<file path="config.mk">
export PLATFORM = sky130hd
export DESIGN_NAME = spi_msg_seq
export DESIGN_NICKNAME = d
export VERILOG_FILES = /design/src/rtl/spi_msg_seq.sv
export SDC_FILE = /design/constraint.sdc
export NUM_CORES = 1
export LEC_CHECK = 0
export BUFFER_PORTS_ARGS = -buffer_cell sky130_fd_sc_hd__clkbuf_2
export CAP_MARGIN = 10
export CORE_ASPECT_RATIO = 0.7
export CORE_MARGIN = 2
export CORE_UTILIZATION = 50
export DETAILED_ROUTE_END_ITERATION = 12
export HOLD_SLACK_MARGIN = 0.15
export PLACE_DENSITY = 0.8
export SLEW_MARGIN = 20
export SYNTH_ARGS = -nofsm -noshare
export SYNTH_HDL_FRONTEND = slang
export SYNTH_SLANG_ARGS = --single-unit
</file>
<file path="constraint.sdc">
create_clock -name clk -period 2.1 [get_ports clk]
set_input_delay 0.21 -clock clk [delete_from_list [all_inputs] [get_ports clk]]
set_output_delay 0.21 -clock clk [all_outputs]
set_load 0.01 [all_outputs]
</file>
<file path="src/rtl/spi_msg_seq.sv">
module spi_msg_seq #(
  parameter int LEN_W      = 8,
  parameter int DLY_W      = 8,
  parameter int CLK_PER_US = 100,
  parameter int BYTES_W    = 16,
  parameter int CFG_W      = 8
) (
  input  logic               clk,
  input  logic               rst_n,
  input  logic [CFG_W-1:0]   msg_cfg,
  input  logic               desc_valid,
  output logic               desc_ready,
  input  logic [LEN_W-1:0]   desc_len,
  input  logic               desc_has_tx,
  input  logic               desc_has_rx,
  input  logic [DLY_W-1:0]   desc_delay_us,
  input  logic               desc_cs_change,
  input  logic               desc_last,
  input  logic [7:0]         tx_data,
  output logic               tx_take,
  output logic               rx_valid,
  output logic [7:0]         rx_data,
  output logic [CFG_W-1:0]   eng_cfg,
  output logic               eng_wr,
  output logic [7:0]         eng_wdata,
  input  logic               eng_done,
  input  logic [7:0]         eng_rdata,
  input  logic               eng_wcol,
  input  logic               eng_modf,
  output logic               cs_n,
  output logic               msg_done,
  output logic               msg_err,
  output logic [BYTES_W-1:0] msg_bytes,
  output logic               spurious
);
  localparam int TICK_W = (CLK_PER_US > 1) ? $clog2(CLK_PER_US) : 1;
  localparam logic [TICK_W-1:0] TICK_MAX = TICK_W'(CLK_PER_US - 1);

  typedef enum logic [1:0] {S_IDLE, S_XFER, S_WAIT, S_NEXT} state_t;
  state_t state;

  logic [LEN_W-1:0]   rem, cur_len;
  logic [DLY_W-1:0]   dly, us_left;
  logic [TICK_W-1:0]  tick;
  logic               has_tx, has_rx, chg, last;
  logic [7:0]         last_tx;
  logic [BYTES_W-1:0] actual;

  logic accept, byte_ok, send_next, use_tx;
  logic [7:0] fresh;

  assign desc_ready = (state == S_IDLE) || (state == S_NEXT);
  assign accept     = desc_ready && desc_valid;
  assign byte_ok    = (state == S_XFER) && eng_done && !eng_wcol && !eng_modf;
  assign send_next  = byte_ok && (rem != LEN_W'(1));
  assign use_tx     = accept ? desc_has_tx : has_tx;
  assign fresh      = use_tx ? tx_data : 8'h00;
  assign tx_take    = (accept && desc_has_tx) || (send_next && has_tx);

  always_ff @(posedge clk) begin
    if (!rst_n) begin
      state     <= S_IDLE;
      rem       <= '0;
      cur_len   <= '0;
      dly       <= '0;
      us_left   <= '0;
      tick      <= '0;
      has_tx    <= 1'b0;
      has_rx    <= 1'b0;
      chg       <= 1'b0;
      last      <= 1'b0;
      last_tx   <= '0;
      actual    <= '0;
      eng_cfg   <= '0;
      eng_wr    <= 1'b0;
      eng_wdata <= '0;
      rx_valid  <= 1'b0;
      rx_data   <= '0;
      cs_n      <= 1'b1;
      msg_done  <= 1'b0;
      msg_err   <= 1'b0;
      msg_bytes <= '0;
      spurious  <= 1'b0;
    end else begin
      eng_wr   <= 1'b0;
      rx_valid <= 1'b0;
      msg_done <= 1'b0;
      spurious <= eng_done && (state != S_XFER);
      case (state)
        S_IDLE, S_NEXT: begin
          if (accept) begin
            if (state == S_IDLE) begin
              actual  <= '0;
              eng_cfg <= msg_cfg;
            end
            cur_len   <= desc_len;
            rem       <= desc_len;
            has_tx    <= desc_has_tx;
            has_rx    <= desc_has_rx;
            dly       <= desc_delay_us;
            chg       <= desc_cs_change;
            last      <= desc_last;
            cs_n      <= 1'b0;
            eng_wr    <= 1'b1;
            eng_wdata <= fresh;
            last_tx   <= fresh;
            state     <= S_XFER;
          end
        end
        S_XFER: begin
          if (eng_done) begin
            if (eng_wcol) begin
              eng_wr    <= 1'b1;
              eng_wdata <= last_tx;
            end else if (eng_modf) begin
              cs_n      <= 1'b1;
              msg_done  <= 1'b1;
              msg_err   <= 1'b1;
              msg_bytes <= actual;
              state     <= S_IDLE;
            end else begin
              rx_valid <= has_rx;
              rx_data  <= eng_rdata;
              rem      <= rem - LEN_W'(1);
              if (rem == LEN_W'(1)) begin
                us_left <= dly;
                tick    <= '0;
                state   <= S_WAIT;
              end else begin
                eng_wr    <= 1'b1;
                eng_wdata <= fresh;
                last_tx   <= fresh;
              end
            end
          end
        end
        S_WAIT: begin
          if (us_left == '0) begin
            actual <= actual + BYTES_W'(cur_len);
            if (last) begin
              cs_n      <= 1'b1;
              msg_done  <= 1'b1;
              msg_err   <= 1'b0;
              msg_bytes <= actual + BYTES_W'(cur_len);
              state     <= S_IDLE;
            end else begin
              if (chg) cs_n <= 1'b1;
              state <= S_NEXT;
            end
          end else if (tick == TICK_MAX) begin
            tick    <= '0;
            us_left <= us_left - DLY_W'(1);
          end else begin
            tick <= tick + TICK_W'(1);
          end
        end
        default: state <= S_IDLE;
      endcase
    end
  end

  AST_IDLE_CS_HIGH: assert property (@(posedge clk) disable iff (!rst_n)
    state == S_IDLE |-> cs_n);
  AST_WRITE_ONLY_IN_XFER: assert property (@(posedge clk) disable iff (!rst_n)
    eng_wr |-> (state == S_XFER) && !cs_n);
  AST_ZERO_FILL: assert property (@(posedge clk) disable iff (!rst_n)
    eng_wr && !has_tx |-> eng_wdata == 8'h00);
  AST_RX_NEEDS_SINK: assert property (@(posedge clk) disable iff (!rst_n)
    rx_valid |-> has_rx);
  AST_WCOL_RESEND: assert property (@(posedge clk) disable iff (!rst_n)
    $past(state == S_XFER && eng_done && eng_wcol) |->
      eng_wr && (eng_wdata == $past(last_tx)) && !rx_valid);
  AST_MODF_ABORT: assert property (@(posedge clk) disable iff (!rst_n)
    $past(state == S_XFER && eng_done && !eng_wcol && eng_modf) |->
      msg_done && msg_err && cs_n && (state == S_IDLE));
  AST_DONE_RELEASES_CS: assert property (@(posedge clk) disable iff (!rst_n)
    msg_done |-> cs_n && (state == S_IDLE));
  AST_SPURIOUS_IGNORED: assert property (@(posedge clk) disable iff (!rst_n)
    eng_done && (state != S_XFER) && !desc_valid |=> spurious && !eng_wr && !rx_valid);
endmodule

</file>
==> impl_metrics.py, run 1 <==
metrics = {
    "routing": {
        "wire_per_inst_um": 19.4,
        "vias": 6660,
        "drtIter0Drc": 894,
        "first_pass_iters": 5,
        "wirelength_mm": 21.1,
        "drt-vias-per-instance": 6.12,
        "ant_nets": 0,
        "drc_errors": 0,
    },
    "place": {
        "io_buffers": 97,
        "post-place-cells": 1004,
        "hpwl_mm": 12.3,
        "dp_slack_ps": -156,
        "gp_congestion": 0.991,
    },
    "cts": {
        "root_buffer": "clkbuf_16",
        "cts_buffers": 17,
        "cts_htree_levels": 4,
        "cts.sinks": 115,
        "clk_pin_slew_ps": 50,
        "clock_latency_ps": 420,
        "clockBufferDepth": 2,
        "cts_tree": "done",
    },
    "logic_synthesis": {
        "synthAdderAreaFrac_pct": 3.60,
        "synth.most_common_cell": "nand2_1",
        "synthArstFlopShare_pct": 0,
        "synth_xor_area_share_pct": 1.52,
        "synth_edf_count": 0,
        "synth_top_family_by_area": "simple AND/OR/NAND/NOR gates",
        "yosys_warnings": 0,
        "avgSynthCellArea_um2": 8.08,
        "yosysTopAreaCell": "dfxtp_1",
        "ys_ff_latch": 115,
        "syn_inst": 714,
        "ys_seq_area_share_pct": 39.9,
        "ys_top_cells_by_count": "nand2_1 (128), dfxtp_1 (115), a21oi_1 (68)",
        "synth_top_area_share_pct": 39.9,
        "synth_compound_area_share_pct": 21.9,
        "synth-main-ff-cell": "dfxtp_1",
        "synth.net_count": 780,
        "synth.area.mux_share_pct": 4.23,
        "synth_cell_types": 70,
        "yosys-top-cells-area": "dfxtp_1 (40%), nand2_1 (8.3%), a21oi_1 (5.9%), mux2i_1 (3.6%), ha_1 (3.3%)",
        "netlist_area_um2": 5770,
        "synthSimpleGateAreaFrac_pct": 24.6,
    },
    "global_routing": {
        "grt_max_degree": 45,
        "busiest_layer": "met2",
        "grt_pass1_vias": 6340,
        "use_met3_pct": 6.09,
        "grtUsageMet1_pct": 36.4,
        "track_usage_pct": 30.9,
        "gr-usage-met2_pct": 54.7,
        "grt_first_pass_wirelength_mm": 30.7,
        "antenna_found_initial": 0,
        "grt.overflow.total": 0,
    },
    "cells_and_area": {
        "nNetsFinal": 988,
        "diodes": 0,
        "fillers": 684,
        "top_regs": "actual (16), msg_bytes (16)",
        "drive_gt1_share_pct": 34.3,
        "stdcell_count": 1088,
        "syn_to_final_growth_pct": 47.9,
        "final_util_pct": 76.7,
    },
    "die": {
        "die_h_um": 93.9,
        "coreArea_um2": 11100,
        "placement_rows": 32,
        "io_pins": 98,
        "dieArea_um2": 12400,
        "die_w_um": 132,
        "initial_utilization_pct": 51.9,
    },
    "worst_setup_path": {
        "r2r_cells": 6,
        "reg2reg_slack_ps": -190,
        "cp_max_fo": 8,
        "path_class": "flop to flop",
        "startpoint_type": "flop",
        "critical-path-max-stage-delay_ps": 480,
        "arrival_ps": 2580,
        "r2r_end": "us_left[7]",
        "critPathSlowestCell": "or4b_4",
        "rr_startpoint": "rem[1]",
        "crit_required_ps": 2390,
        "cp-end-kind": "flop",
        "crit_chain": "inv_2, ha_4, or4b_4, o41a_1, a211o_4, o32ai_1",
        "cp_top_family": "compound AO/OA/AOI/OAI gates",
        "path_buf_inv": 1,
    },
    "run_status": {
        "violations": "negative setup slack",
        "status": "finished, violations left",
    },
    "worst_hold_path": {
        "hold_start": "tx_data[0]",
        "worstHoldPathCells": 4,
        "hold_path_class": "primary input to flop",
        "min_to": "eng_wdata[0]",
    },
    "pwr": {
        "cellPowerDensity_nw_per_um2": 1210,
        "leakagePower_uw": 0.00354,
        "vdd_ir_drop_max_uv": 825,
    },
    "timing": {
        "fin_crit_sh_pct": 109,
        "fin_skew_ps": 9.78,
        "slew_violations": 0,
        "rsz0062_at_grt": "true",
        "worstMarginPinSlew_ps": 535,
        "finalSetupViolations": 19,
        "fmax_ghz": 0.437,
        "layout_min_cycle_time_ps": 2290,
        "slew_headroom_pct": 64.3,
        "hold_viol": 0,
        "layout_setup_ws_ps": -187,
    },
    "job": {
        "maxCapViolCount": 0,
    },
}
[repair_timing]
item | CTS | global route
pin swaps | 7 | 20
hold buffers | 35 | 0
setup endpoints to repair | 49 | 56
endpoints found under the hold margin | 35 | 0
setup buffers | 3 | 12
resized for setup | 47 | 57
cloned | 1 | 1
[per-layer routing]
layer / part of all wire [%] / vias to the layer above
met4: 4.4 / 0
met2: 49 / 432
met5: 0 / -
met1: 38 / 3125
met3: 8.9 / 109
li1: - / 2994
[report_power, final]
group          internal [µW]  leakage (µW)  switching, µW
clock network           1950      0.000296           1020
registers               2530      0.000939            244
logic                   1970       0.00231           2570
total                   6450       0.00354           3840
[final cells by class]
class	instances	area, µm²	area share, %
well taps	153	191	2.24
multi-input cells	537	3670	43.0
clock inverters	10	130	1.52
flip-flops and latches	115	2310	27.1
inverters	18	70.1	0.821
repair buffers	233	1680	19.7
clock buffers	22	474	5.55
[cell families (layout without fill, tap and decap cells)]
| family | after synthesis | after routing |
|---|---|---|
| adder cells (fa/ha/maj) | 16 | 16 |
| flip-flops | 115 | 115 |
| buffers and inverters | 63 | 283 |
| multiplexers | 24 | 24 |
| AND/OR/NAND/NOR | 299 | 299 |
| AO/OA/AOI/OAI | 187 | 188 |
| XOR/XNOR | 10 | 10 |
[worst register-to-register path: cells and delay by family (launching register included)]
kind	cells	cell delay, ps
adder cells (fa/ha/maj)	1	120
AO/OA/AOI/OAI	3	1190
buffers and inverters	1	70
flip-flops	1	320
AND/OR/NAND/NOR	1	480
[worst max-delay path by stage]
| stage | start | to | slack, ps | depth (start not counted) |
|---|---|---|---|---|
| floorplan | rem[1] | us_left[6] | -20 | 8 |
| global route | rem[1] | us_left[7] | -190 | 6 |
| finish | rem[1] | us_left[7] | -190 | 6 |
| CTS | rem[1] | us_left[1] | -110 | 7 |
| detailed placement | state[1] | last_tx[7] | -160 | 7 |
| global placement | us_left[0] | msg_bytes[10] | -60 | 6 |
[cell usage in the layout, fill, tap and decap left out, types with 12 or more instances in the layout]
cell type	instances
clkbuf_2	96
nand3_1	32
nor2b_1	14
a21oi_1	59
nor2_1	45
buf_4	92
mux2i_1	20
dlygate4sd3_1	35
nand2_1	122
dfxtp_1	107
clkbuf_16	18
o21ai_0	12
[through the flow]
stage               total power [µW]  cell area, µm²  setup TNS [ps]  hold WS [ps]
finish                         10300            8540           -1870           177
floorplan                       4920            5790           -58.3           346
global placement                6220            6970            -430           439
CTS                             9640            8160            -526           171
global route                   10700            8540           -2510           197
detailed placement              6360            6970           -2520           444
Note: power is estimated with default switching activity, not from simulation.
==> run 2, diff against run 1 <==
MAX_ROUTING_LAYER = met4   (was default)
PLACE_DENSITY = 0.73   (was 0.8)
==> impl_metrics.py, run 2 (synthesis results as in run 1) <==
metrics = {
    "global_routing": {
        "antenna_found_initial": 0,
        "grt.overflow.total": 0,
        "grt_pass1_vias": 6165,
        "grt_max_degree": 52,
        "grt_first_pass_wirelength_mm": 30.1,
        "track_usage_pct": 31.0,
    },
    "timing": {
        "fin_skew_ps": 10.5,
        "hold_viol": 0,
        "slew_headroom_pct": 60.5,
        "hold_ws_ps": 188,
        "finalSetupViolations": 17,
        "layout_setup_ws_ps": -173,
        "rsz0062_at_grt": "true",
        "fmax_ghz": 0.440,
        "layout_min_cycle_time_ps": 2270,
        "worstMarginPinSlew_ps": 592,
        "slew_violations": 0,
        "fin_setup_tns_ps": -1170,
        "fin_crit_sh_pct": 108,
    },
    "worst_setup_path": {
        "cp_max_fo": 7,
        "arrival_ps": 2540,
        "r2r_end": "last_tx[2]",
        "reg2reg_slack_ps": -170,
        "r2r_cells": 10,
        "startpoint_type": "flop",
        "path_class": "flop to flop",
        "crit_required_ps": 2370,
        "cp-end-kind": "flop",
        "rr_startpoint": "rem[1]",
    },
    "die": {
        "io_pins": 98,
        "coreArea_um2": 11100,
        "dieArea_um2": 12400,
        "placement_rows": 32,
        "die_h_um": 93.9,
        "die_w_um": 132,
        "initial_utilization_pct": 51.9,
    },
    "place": {
        "dp_slack_ps": -148,
        "io_buffers": 97,
        "gp_congestion": 0.939,
        "hpwl_mm": 12.1,
        "place_area_um2": 6960,
    },
    "worst_hold_path": {
        "worstHoldPathCells": 4,
        "hold_start": "tx_data[5]",
        "hold_path_class": "primary input to flop",
        "min_to": "eng_wdata[5]",
    },
    "pwr": {
        "power_frac_comb_pct": 43.9,
        "cellPowerDensity_nw_per_um2": 1160,
        "internal-power_uw": 6180,
        "power_uw": 9840,
        "power_switching_uw": 3670,
        "pwr-share-seq_pct": 28.2,
        "leakagePower_uw": 0.00357,
        "vdd_ir_drop_max_uv": 758,
        "p_clk_share_pct": 28.0,
        "switching_share_pct": 37.3,
    },
    "routing": {
        "wirelength_mm": 19.3,
        "drt-vias-per-instance": 5.90,
        "wire_per_inst_um": 17.7,
        "drtIter0Drc": 627,
        "drc_errors": 0,
        "ant_nets": 0,
        "first_pass_iters": 5,
        "vias": 6416,
    },
    "job": {
        "maxCapViolCount": 0,
    },
    "cells_and_area": {
        "layout_common_cells": "nand2_1 (123), dfxtp_1 (105), clkbuf_2 (96)",
        "fillers": 743,
        "diodes": 0,
        "top_regs": "actual (16), msg_bytes (16)",
        "drive_gt1_share_pct": 33.7,
        "final_cell_area_um2": 8500,
        "nNetsFinal": 989,
        "syn_to_final_growth_pct": 47.3,
        "final_common_cell": "nand2_1",
    },
    "cts": {
        "clk_pin_slew_ps": 50,
        "root_buffer": "clkbuf_16",
        "clock_latency_ps": 410,
        "cts_htree_levels": 4,
        "cts_buffers": 17,
        "cts_tree": "done",
        "cts.sinks": 115,
        "clockBufferDepth": 2,
    },
    "run_status": {
        "violations": "negative setup slack",
        "status": "finished, violations left",
    },
}
run 2: changes by cell type in the layout (fill, tap and decap cells not counted), moves of 3 or more:
cell / before / now
inv_2: 6 / 3
buf_6: 2 / 6
nor3_4: 1 / 4
nor3_2: 6 / 3
nand2_2: 4 / 1
nor2_2: 3 / 0
clkinv_2: 5 / 8
run 2: how the worst max path moves through the flow:
stage                     depth (start not counted)             to        from
after detailed placement                          8     last_tx[2]      rem[1]
after floorplan                                   8     us_left[6]      rem[1]
after global placement                            6  msg_bytes[13]  us_left[0]
after global routing                             10     last_tx[2]      rem[1]
final                                            10     last_tx[2]      rem[1]
after CTS                                         7     us_left[1]      rem[1]
run 2: critical path: stages (launching register included):
cell      delay [ps]
dfxtp_2          320
inv_2             70
ha_4             120
or4b_4           470
buf_4            150
buf_6            120
o211ai_1         310
a211oi_4         120
buf_6            170
mux2i_1          210
nor2_1            70
run 2: per-layer routing:
metal	vias up	GRT usage (%)	routed length, µm
met5	-	-	0
met4	0	10.6	316
met3	35	7.17	1540
met2	321	50.7	9290
met1	3060	38.1	8120
li1	3000	-	-
run 2: timing repair:
action,CTS,global route
pin swaps,7,31
buffers inserted,3,11
hold endpoints to repair,36,0
hold buffers,36,0
cloned,3,0
setup endpoints to repair,50,67
gates resized for setup,43,71
run 2: metrics by stage:
| step | instances | utilization [%] |
|---|---|---|
| after global placement | 1005 | 62.6 |
| after global routing | 1088 | 76.4 |
| after CTS | 1078 | 73.0 |
| final | 1088 | 76.4 |
| after floorplan | 714 | - |
| after detailed placement | 1005 | 62.6 |
run 2: final cells by class:
class                           instances  area, µm²  share of cell area (%)
Clock buffer                           19        443                    5.21
Sequential cell                       115       2320                    27.3
Clock inverter                         12        115                    1.35
Timing Repair Buffer                  233       1650                    19.4
Tap cell                              153        191                    2.25
Multi-Input combinational cell        538       3710                    43.7
Inverter                               18       72.6                   0.854
run 2: power groups by stage:
stage / Clock, µW / Combinational (µW) / Sequential [µW]
floorplan: 0 / 2100 / 2820
global placement: 0 / 3430 / 2750
detailed placement: 0 / 3520 / 2760
CTS: 2770 / 3890 / 2740
global route: 2880 / 4610 / 2810
finish: 2750 / 4320 / 2770
==> run 3, diff against run 2 <==
PLACE_DENSITY = 0.81   (was 0.73)
==> impl_metrics.py, run 3 (synthesis results as in run 1) <==
metrics = {
    "cells_and_area": {
        "top_regs": "actual (16), msg_bytes (16)",
        "diodes": 0,
        "nNetsFinal": 989,
        "final_util_pct": 77.3,
        "final_common_cell": "nand2_1",
        "drive_gt1_share_pct": 33.8,
        "stdcell_count": 1089,
        "syn_to_final_growth_pct": 49.0,
        "fillers": 690,
        "layout_common_cells": "nand2_1 (124), dfxtp_1 (108), clkbuf_2 (96)",
    },
    "worst_setup_path": {
        "cp_max_fo": 5,
        "arrival_ps": 2660,
        "crit_required_ps": 2450,
        "path_class": "flop to flop",
        "startpoint_type": "flop",
        "path_buf_inv": 1,
        "critical-path-max-stage-delay_ps": 470,
        "crit_chain": "inv_2, ha_4, or4b_4, o41a_1, a211o_4, a211o_1, a21oi_2",
        "cp_top_family": "compound AO/OA/AOI/OAI gates",
        "critPathSlowestCell": "o41a_1",
        "cp-end-kind": "flop",
    },
    "cts": {
        "cts_htree_levels": 4,
        "clockBufferDepth": 2,
        "root_buffer": "clkbuf_16",
        "cts_buffers": 17,
        "clock_latency_ps": 420,
        "cts_tree": "done",
        "clk_pin_slew_ps": 60,
        "cts.sinks": 115,
    },
    "timing": {
        "rsz0062_at_grt": "true",
        "layout_min_cycle_time_ps": 2310,
        "fin_skew_ps": 7.03,
        "finalSetupViolations": 26,
        "fmax_ghz": 0.433,
        "layout_setup_ws_ps": -208,
        "worstMarginPinSlew_ps": 567,
        "fin_crit_sh_pct": 110,
        "hold_viol": 0,
        "slew_violations": 0,
        "slew_headroom_pct": 62.2,
    },
    "routing": {
        "wirelength_mm": 21.8,
        "ant_nets": 0,
        "vias": 6802,
        "first_pass_iters": 6,
        "drc_errors": 0,
        "wire_per_inst_um": 20.0,
        "drtIter0Drc": 815,
        "drt-vias-per-instance": 6.25,
    },
    "place": {
        "post-place-cells": 1002,
        "io_buffers": 97,
        "hpwl_mm": 12.3,
        "gp_congestion": 0.917,
    },
    "die": {
        "placement_rows": 32,
        "io_pins": 98,
        "initial_utilization_pct": 51.9,
        "die_h_um": 93.9,
        "die_w_um": 132,
        "coreArea_um2": 11100,
        "dieArea_um2": 12400,
    },
    "pwr": {
        "leakagePower_uw": 0.00361,
        "vdd_ir_drop_max_uv": 809,
        "cellPowerDensity_nw_per_um2": 1250,
    },
    "job": {
        "maxCapViolCount": 0,
    },
    "global_routing": {
        "grt_max_degree": 36,
        "grt.overflow.total": 0,
        "grt_pass1_vias": 6564,
        "antenna_found_initial": 0,
        "grt_first_pass_wirelength_mm": 31.9,
        "track_usage_pct": 33.1,
    },
    "run_status": {
        "violations": "negative setup slack",
        "status": "finished, violations left",
    },
    "worst_hold_path": {
        "hold_path_class": "primary input to flop",
    },
}
[run 3: changes by cell type in the layout (fill, tap and decap cells not counted), moves of 3 or more]
| cell | delta |
|---|---|
| bufinv_16 | +3 |
| buf_12 | +5 |
| nor2b_2 | +5 |
| dfxtp_1 | +3 |
| clkbuf_8 | +4 |
| nand2_4 | -3 |
| clkinv_2 | -5 |
| buf_6 | -5 |
| nor2b_1 | -5 |
[run 3: path summary, 6_finish.rpt]
kind,from,cells after the start,endpoint,slack [ps]
hold reg to reg,rx_data[4],2,rx_data[4],460
setup / recovery,rem[1],7,us_left[1],-210
setup reg to reg,rem[1],7,us_left[1],-210
hold / removal,tx_data[4],4,eng_wdata[4],210
[run 3: worst min-delay path, delay by kind of cell]
family / cells / cell delay [ps]
compound gates: 1 / 80
simple gates: 2 / 210
buf+inv: 1 / 80
[run 3: per-stage QoR]
step / power, µW / area, µm² / TNS (ps) / setup slack (ps) / hold WS (ps)
final: 10700 / 8600 / -2230 / -208 / 206
after floorplan: 4920 / 5790 / -58.3 / -17.5 / 346
after detailed placement: 6320 / 6980 / -2140 / -172 / 440
after global placement: 6170 / 6980 / -337 / -69.6 / 438
after CTS: 9990 / 8250 / -319 / -63.6 / 171
after global routing: 11100 / 8600 / -3390 / -222 / 213
[run 3: final cells by class]
type	count	area (µm²)	area share (%)
clock buffers	23	498	5.79
clock inverters	9	173	2.01
inverters	18	70.1	0.815
multi-input cells	538	3640	42.4
flip-flops and latches	115	2310	26.9
well taps	153	191	2.23
repair buffers	233	1710	19.9
[run 3: what timing repair did]
action	CTS	global route
setup buffers	3	12
resized for setup	38	56
gates cloned	4	1
hold buffers	35	0
endpoints found under the hold margin	35	0
pin swaps	3	19
setup endpoints to repair	51	67
[run 3: layer usage]
metal,share of wire (%),GRT usage [%],up-vias
met3,9.9,7.98,112
met4,4.4,13.4,0
li1,-,-,3016
met5,0,-,-
met1,38,38.1,3186
met2,48,56.4,488
[run 3: power breakdown]
part	switching (µW)	internal, µW
Sequential	254	2530
Combinational	2630	2050
Clock	1020	2260
Total	3900	6840
